--- src/rtl/led_pkg.sv ---
package led_pkg;

  localparam int LED_PINS = 4;

  typedef enum logic [1:0] {
    COL_DARK   = 2'd0,
    COL_YELLOW = 2'd1,
    COL_GREEN  = 2'd2
  } led_colour_e;

  // Colour to show given link state and the blink phase.
  function automatic led_colour_e pick_colour(input logic link, input logic fdx,
                                              input logic lit);
    if (!link || !lit) return COL_DARK;
    return fdx ? COL_GREEN : COL_YELLOW;
  endfunction

  // Active flags of one pair, packed as {pin_b, pin_a}.
  function automatic logic [1:0] pair_drive(input led_colour_e c);
    case (c)
      COL_YELLOW: return 2'b01;
      COL_GREEN:  return 2'b10;
      default:    return 2'b00;
    endcase
  endfunction

  // Electrical level of a pin: a high strap inverts the sense.
  function automatic logic pin_level(input logic active, input logic strap);
    return active ^ strap;
  endfunction

endpackage

--- src/rtl/led_strap_latch.sv ---
module led_strap_latch #(
  parameter int NPIN = 4
) (
  input  logic            clk,
  input  logic            rst_n,
  input  logic [NPIN-1:0] strap_pins,
  output logic [NPIN-1:0] strap_q
);

  always_ff @(posedge clk) begin
    if (!rst_n) strap_q <= strap_pins;
  end

  // held value never moves once out of reset
  p_strap_hold_r6: assert property (@(posedge clk) disable iff (!rst_n)
    $past(rst_n) |-> $stable(strap_q));

endmodule

--- src/rtl/led_blink_timer.sv ---
module led_blink_timer #(
  parameter int WIN_CYC  = 2_000_000,
  parameter int HALF_CYC = 1_250_000
) (
  input  logic clk,
  input  logic rst_n,
  input  logic rx_act,
  output logic lit
);

  localparam int WW = $clog2(WIN_CYC + 1);
  localparam int HW = (HALF_CYC > 1) ? $clog2(HALF_CYC) : 1;

  logic [WW-1:0] win_cnt;
  logic [HW-1:0] tog_cnt;
  logic          phase_on;

  logic flashing, win_start, win_extend, tog_wrap;
  assign flashing   = (win_cnt != '0);
  assign win_start  = rx_act && !flashing;
  assign win_extend = rx_act && flashing;
  assign tog_wrap   = flashing && (tog_cnt == '0);

  always_ff @(posedge clk) begin
    if (!rst_n) begin
      win_cnt  <= '0;
      tog_cnt  <= '0;
      phase_on <= 1'b0;
    end else begin
      if (rx_act)        win_cnt <= WW'(WIN_CYC);
      else if (flashing) win_cnt <= win_cnt - 1'b1;

      if (win_start) begin
        tog_cnt  <= HW'(HALF_CYC - 1);
        phase_on <= 1'b0;
      end else if (tog_wrap) begin
        tog_cnt  <= HW'(HALF_CYC - 1);
        phase_on <= !phase_on;
      end else if (flashing) begin
        tog_cnt  <= tog_cnt - 1'b1;
      end
    end
  end

  assign lit = !flashing || phase_on;

  // a fresh window opens in the dark phase
  p_start_dark_r7: assert property (@(posedge clk) disable iff (!rst_n)
    win_start |=> (flashing && !phase_on));

  // window closes after its last counted cycle when no pulse arrives
  p_expire_r7: assert property (@(posedge clk) disable iff (!rst_n)
    (flashing && !rx_act && win_cnt == WW'(1)) |=> !flashing);

  // an extension leaves the rhythm alone
  p_extend_keeps_phase_r8: assert property (@(posedge clk) disable iff (!rst_n)
    (win_extend && tog_cnt != '0) |=> (flashing && phase_on == $past(phase_on)));

endmodule

--- src/rtl/led_pin_stage.sv ---
module led_pin_stage #(
  parameter int NPIN = 4
) (
  input  logic            clk,
  input  logic            rst_n,
  input  logic [NPIN-1:0] strap_live,
  input  logic [NPIN-1:0] strap_q,
  input  logic [NPIN-1:0] act,
  output logic [NPIN-1:0] pin_q
);

  for (genvar i = 0; i < NPIN; i++) begin : g_pin
    always_ff @(posedge clk) begin
      if (!rst_n) pin_q[i] <= strap_live[i];
      else        pin_q[i] <= led_pkg::pin_level(act[i], strap_q[i]);
    end
  end

endmodule

--- src/rtl/bicolor_link_led.sv ---
module bicolor_link_led #(
  parameter int WIN_CYC  = 2_000_000,
  parameter int HALF_CYC = 1_250_000
) (
  input  logic       clk,
  input  logic       rst_n,
  input  logic       link_up,
  input  logic       speed_100,
  input  logic       full_duplex,
  input  logic       rx_act,
  input  logic [3:0] strap_pins,
  output logic       led10_a,
  output logic       led10_b,
  output logic       led100_a,
  output logic       led100_b
);

  localparam int NPIN = led_pkg::LED_PINS;

  logic [NPIN-1:0] strap_q, act, pin_q, act_seen;
  logic            lit;
  logic [1:0]      pair_act;
  led_pkg::led_colour_e colour;

  led_strap_latch #(.NPIN(NPIN)) u_strap (
    .clk(clk), .rst_n(rst_n), .strap_pins(strap_pins), .strap_q(strap_q));

  led_blink_timer #(.WIN_CYC(WIN_CYC), .HALF_CYC(HALF_CYC)) u_blink (
    .clk(clk), .rst_n(rst_n), .rx_act(rx_act), .lit(lit));

  always_comb begin
    colour   = led_pkg::pick_colour(link_up, full_duplex, lit);
    pair_act = led_pkg::pair_drive(colour);
    act      = speed_100 ? {pair_act, 2'b00} : {2'b00, pair_act};
  end

  led_pin_stage #(.NPIN(NPIN)) u_pins (
    .clk(clk), .rst_n(rst_n), .strap_live(strap_pins), .strap_q(strap_q),
    .act(act), .pin_q(pin_q));

  assign {led100_b, led100_a, led10_b, led10_a} = pin_q;

  // Active flags as seen at the pins, recovered with the held straps
  assign act_seen = pin_q ^ strap_q;

  // no link leaves every pin inactive
  p_nolink_dark_r1: assert property (@(posedge clk) disable iff (!rst_n)
    ($past(rst_n) && !$past(link_up)) |-> (act_seen == '0));

  // a pair never drives both of its pins
  p_pair_not_both_r2: assert property (@(posedge clk) disable iff (!rst_n)
    $past(rst_n) |-> (!(act_seen[0] && act_seen[1]) && !(act_seen[2] && act_seen[3])));

  // steady full-duplex 10 Mb/s link shows green on the 10 Mb/s pair
  p_green_10_r3: assert property (@(posedge clk) disable iff (!rst_n)
    ($past(rst_n) && $past(link_up && full_duplex && !speed_100 && lit))
      |-> (act_seen == 4'b0010));

  // at most one pair is ever active
  p_one_pair_r4: assert property (@(posedge clk) disable iff (!rst_n)
    $past(rst_n) |-> (act_seen[1:0] == 2'b00 || act_seen[3:2] == 2'b00));

endmodule

--- config.mk ---
export PLATFORM = sky130hd
export DESIGN_NAME = bicolor_link_led
export DESIGN_NICKNAME = d
export VERILOG_FILES = /design/src/rtl/led_pkg.sv /design/src/rtl/led_strap_latch.sv /design/src/rtl/led_blink_timer.sv /design/src/rtl/led_pin_stage.sv /design/src/rtl/bicolor_link_led.sv
export SDC_FILE = /design/constraint.sdc
export NUM_CORES = 1
export LEC_CHECK = 0
export BUFFER_PORTS_ARGS = -buffer_cell sky130_fd_sc_hd__buf_2
export CAP_MARGIN = 40
export CELL_PAD_IN_SITES_DETAIL_PLACEMENT = 0
export CELL_PAD_IN_SITES_GLOBAL_PLACEMENT = 1
export CORE_ASPECT_RATIO = 1.5
export CORE_MARGIN = 3
export CORE_UTILIZATION = 50
export DETAILED_ROUTE_END_ITERATION = 10
export PLACE_DENSITY_LB_ADDON = 0.1
export REMOVE_ABC_BUFFERS = 1
export SYNTH_ARGS = -nofsm -noshare
export SYNTH_HDL_FRONTEND = slang
export SYNTH_HIERARCHICAL = 1
export SYNTH_SLANG_ARGS = --single-unit
--- constraint.sdc ---
create_clock -name clk -period 5.1 [get_ports clk]
set_clock_uncertainty 0.15 [all_clocks]
set_input_delay 1.02 -clock clk [delete_from_list [all_inputs] [get_ports clk]]
set_output_delay 1.02 -clock clk [all_outputs]
set_load 0.005 [all_outputs]
==> results.yml <==
global_route:
  grt_max_degree: 19
  grt_pass1_wl_mm: 9.14
  grt_overflow_total: 0
  antenna_found_initial: 0
  gr-usage-all-layers_pct: 19.8
  grt_pass1_vias: 1947
yosys:
  yosysSeqAreaShare_pct: 43.1
  syn_inst: 275
  synthFlopType: "dfxtp_1"
  synth_seq_cells: 51
  yosys_warnings: 6
  netlist_area_um2: 2460
  synth_edf_count: 4
  ys_async_sr_fraction_pct: 0
  syn_avg_cell_area_um2: 8.95
  synth.distinct_cells: 47
flow_run:
  drv_cap: 0
timing:
  tightest_slew_ns: 0.922
  max_clock_freq_ghz: 0.328
  tns_ns: 0
  max-slew-margin-rel_pct: 38.0
  setup_ws_ns: 2.05
  report.final.slew_viol_count: 0
  setup_violations: 0
  rsz0062_at_grt: "no"
  finalCritPeriodShare_pct: 59.8
  period_needed_ns: 3.05
  hold_viol_final: 0
cts:
  clockBufferDepth: 2
  post-cts-setup-buffers: 0
  clk-insertion-delay-late_ns: 0.30
  clkSinkCount: 51
  path_clk_slew_ns: 0.10
  ctsHtreeMaxLevel: 2
  cts_resized: 0
  cts.hold.buffers_added: 0
  cts_tree: "done"
  cts_root_buffer: "clkbuf_8"
  cts_made_buffers: 5
drt:
  wl_per_cell_um: 14.8
  drt_iter0_drc: 95
  first_pass_iters: 4
  wl_mm: 5.21
  vias_per_cell: 5.61
  num_vias: 1979
  antenna_left: 0
  drc_errors: 0
pwr:
  powerDensity_nw_per_um2: 536
  p_leak_nw: 1.02
  ir_drop_v: 0.000290
worst_setup_path:
  start_kind: "flop"
  crit_type: "flop to flop"
  crit_path_start: "u_blink/win_cnt[16]"
  critPathMaxFanout: 10
  cp_data_arrival_time_ns: 3.09
  endpoint_kind: "flop"
  crit_required_ns: 5.14
  timing.rr.start: "u_blink/win_cnt[16]"
placement:
  dpl.cell_count: 345
  port-buffer-count: 13
  dp_slack_ns: 2.08
  gp_congestion: 0.847
  dp_hpwl_mm: 3.82
cells_and_area:
  area_delta_synth_final_pct: 8.03
  n_fill_cell: 466
  drive_gt1_share_pct: 13.8
  fin_nets: 302
  antenna_cells: 0
  layout.cells.non_filler: 353
worst_hold_path:
  min-delay-start: "u_blink/phase_on"
  hold_class: "flop to flop"
floorplanning:
  pin_count: 14
  core_area_um2: 4650
  num_rows: 30
  initial_core_util_pct: 52.9
  fp.dieW_um: 63.3
  dieArea_um2: 5820
  fp.dieH_um: 91.9
run_status:
  status: "complete, no violations"
[sequential cells by signal, summed over array words and instances, names as in the netlist]
register          flops
u_strap/strap_q       4
u_blink/phase_on      1
u_pins/pin_q          4
u_blink/win_cnt      21
u_blink/tog_cnt      21
[path summary, 6_finish.rpt]
kind / end / slack, ns / cells past startpoint
worst min-delay path: u_blink/phase_on / 0.33 / 2
worst min register to register: u_blink/phase_on / 0.33 / 2
worst max-delay path: u_pins/pin_q[0] / 2.05 / 7
worst max register to register: u_pins/pin_q[0] / 2.05 / 7
[where the power goes]
part	internal, W	leakage (nW)	switching [W]
combinational	0.000262	0.552	0.000328
sequential	0.000506	0.427	0.000101
clock	0.0000958	0.0418	0.000133
total	0.000864	1.02	0.000562
[cells in the mapped netlist, types with 2 or more instances]
master / n / share of area [%]
xnor2_1: 14 / 5.0
inv_1: 6 / 0.91
nor4_1: 12 / 3.0
dfxtp_1: 47 / 38
nor3_1: 8 / 1.6
or4_1: 9 / 2.7
o21ai_0: 3 / 0.61
a21oi_1: 21 / 4.3
xor2_1: 21 / 7.5
nor3b_1: 2 / 0.61
a211oi_1: 2 / 0.61
nand3b_1: 4 / 1.2
nand2b_1: 2 / 0.51
nand2_1: 11 / 1.7
nand4b_1: 4 / 1.4
or2_2: 2 / 0.51
buf_2: 2 / 0.41
ha_1: 4 / 2.0
and4b_2: 2 / 0.91
clkbuf_1: 4 / 0.61
nand4_1: 3 / 0.76
and2_1: 2 / 0.51
nand3_1: 12 / 2.4
a21oi_2: 4 / 1.4
a311oi_1: 2 / 0.71
nor2_2: 4 / 1.0
edfxtp_1: 4 / 4.9
nor2_1: 42 / 6.4
or3_1: 4 / 1.0
[per-layer routing]
metal	vias up	global-route usage, %	routed length, um
met1	936	22.5	2200
met2	26	35.9	2770
li1	1009	-	-
met5	-	0	0
met4	0	7.75	101
met3	8	3.80	131
[worst max-delay path, stage by stage (launching register included)]
cell and delay (ns):
dfxtp_1 0.36, or4_1 0.55, nor4_1 0.63, nand3_1 0.50, nand2b_1 0.28, and4bb_2 0.25, xnor2_1 0.14, a21oi_2 0.08
[kinds of logic (layout without fill, tap and decap cells)]
| family | Yosys count | after routing | share of synthesized area [%] |
|---|---|---|---|
| simple gates | 132 | 132 | 29.9 |
| buf+inv | 14 | 28 | 2.54 |
| flops | 51 | 51 | 43.1 |
| fa+ha+maj | 4 | 4 | 2.03 |
| mux | 2 | 2 | 0.965 |
| xor+xnor | 35 | 35 | 12.4 |
| compound gates | 37 | 37 | 9.04 |
[cell usage in the layout, fill, tap and decap left out, types with 3 or more instances in the layout]
cell type and n:
xor2_1 21, buf_2 13, dfxtp_1 47, or4_1 9
xnor2_1 14, nand3_1 12, or3_1 4, nand4_1 3
nor2_1 42, o21ai_0 3, inv_1 6, nor3_1 8
nand2_1 11, edfxtp_1 4, a21oi_2 4, nand4b_1 4
clkbuf_8 5, ha_1 4, a21oi_1 21, nor2_2 4
nand3b_1 4, nor4_1 12
[stage by stage]
stage / cell area, um2 / hold WS (ns) / util, % / power (W)
final: 2660 / 0.330 / 57.2 / 0.00143
after global routing: 2660 / 0.366 / 57.2 / 0.00155
after CTS: 2660 / 0.330 / 57.2 / 0.00143
after detailed placement: 2570 / 0.313 / 55.2 / 0.00120
after global placement: 2570 / 0.322 / 55.2 / 0.00120
after floorplan: 2430 / 0.289 / - / 0.00107
[area by class of cell]
cell class / count / area, um2 / share of cell area, %
Clock inverter: 3 / 20.0 / 0.753
Sequential cell: 51 / 1060 / 39.9
Clock buffer: 5 / 68.8 / 2.59
Inverter: 7 / 26.3 / 0.988
Multi-Input combinational cell: 210 / 1340 / 50.3
Tap cell: 64 / 80.1 / 3.01
Timing Repair Buffer: 13 / 65.1 / 2.45
Power figures use the tool's default switching activity.
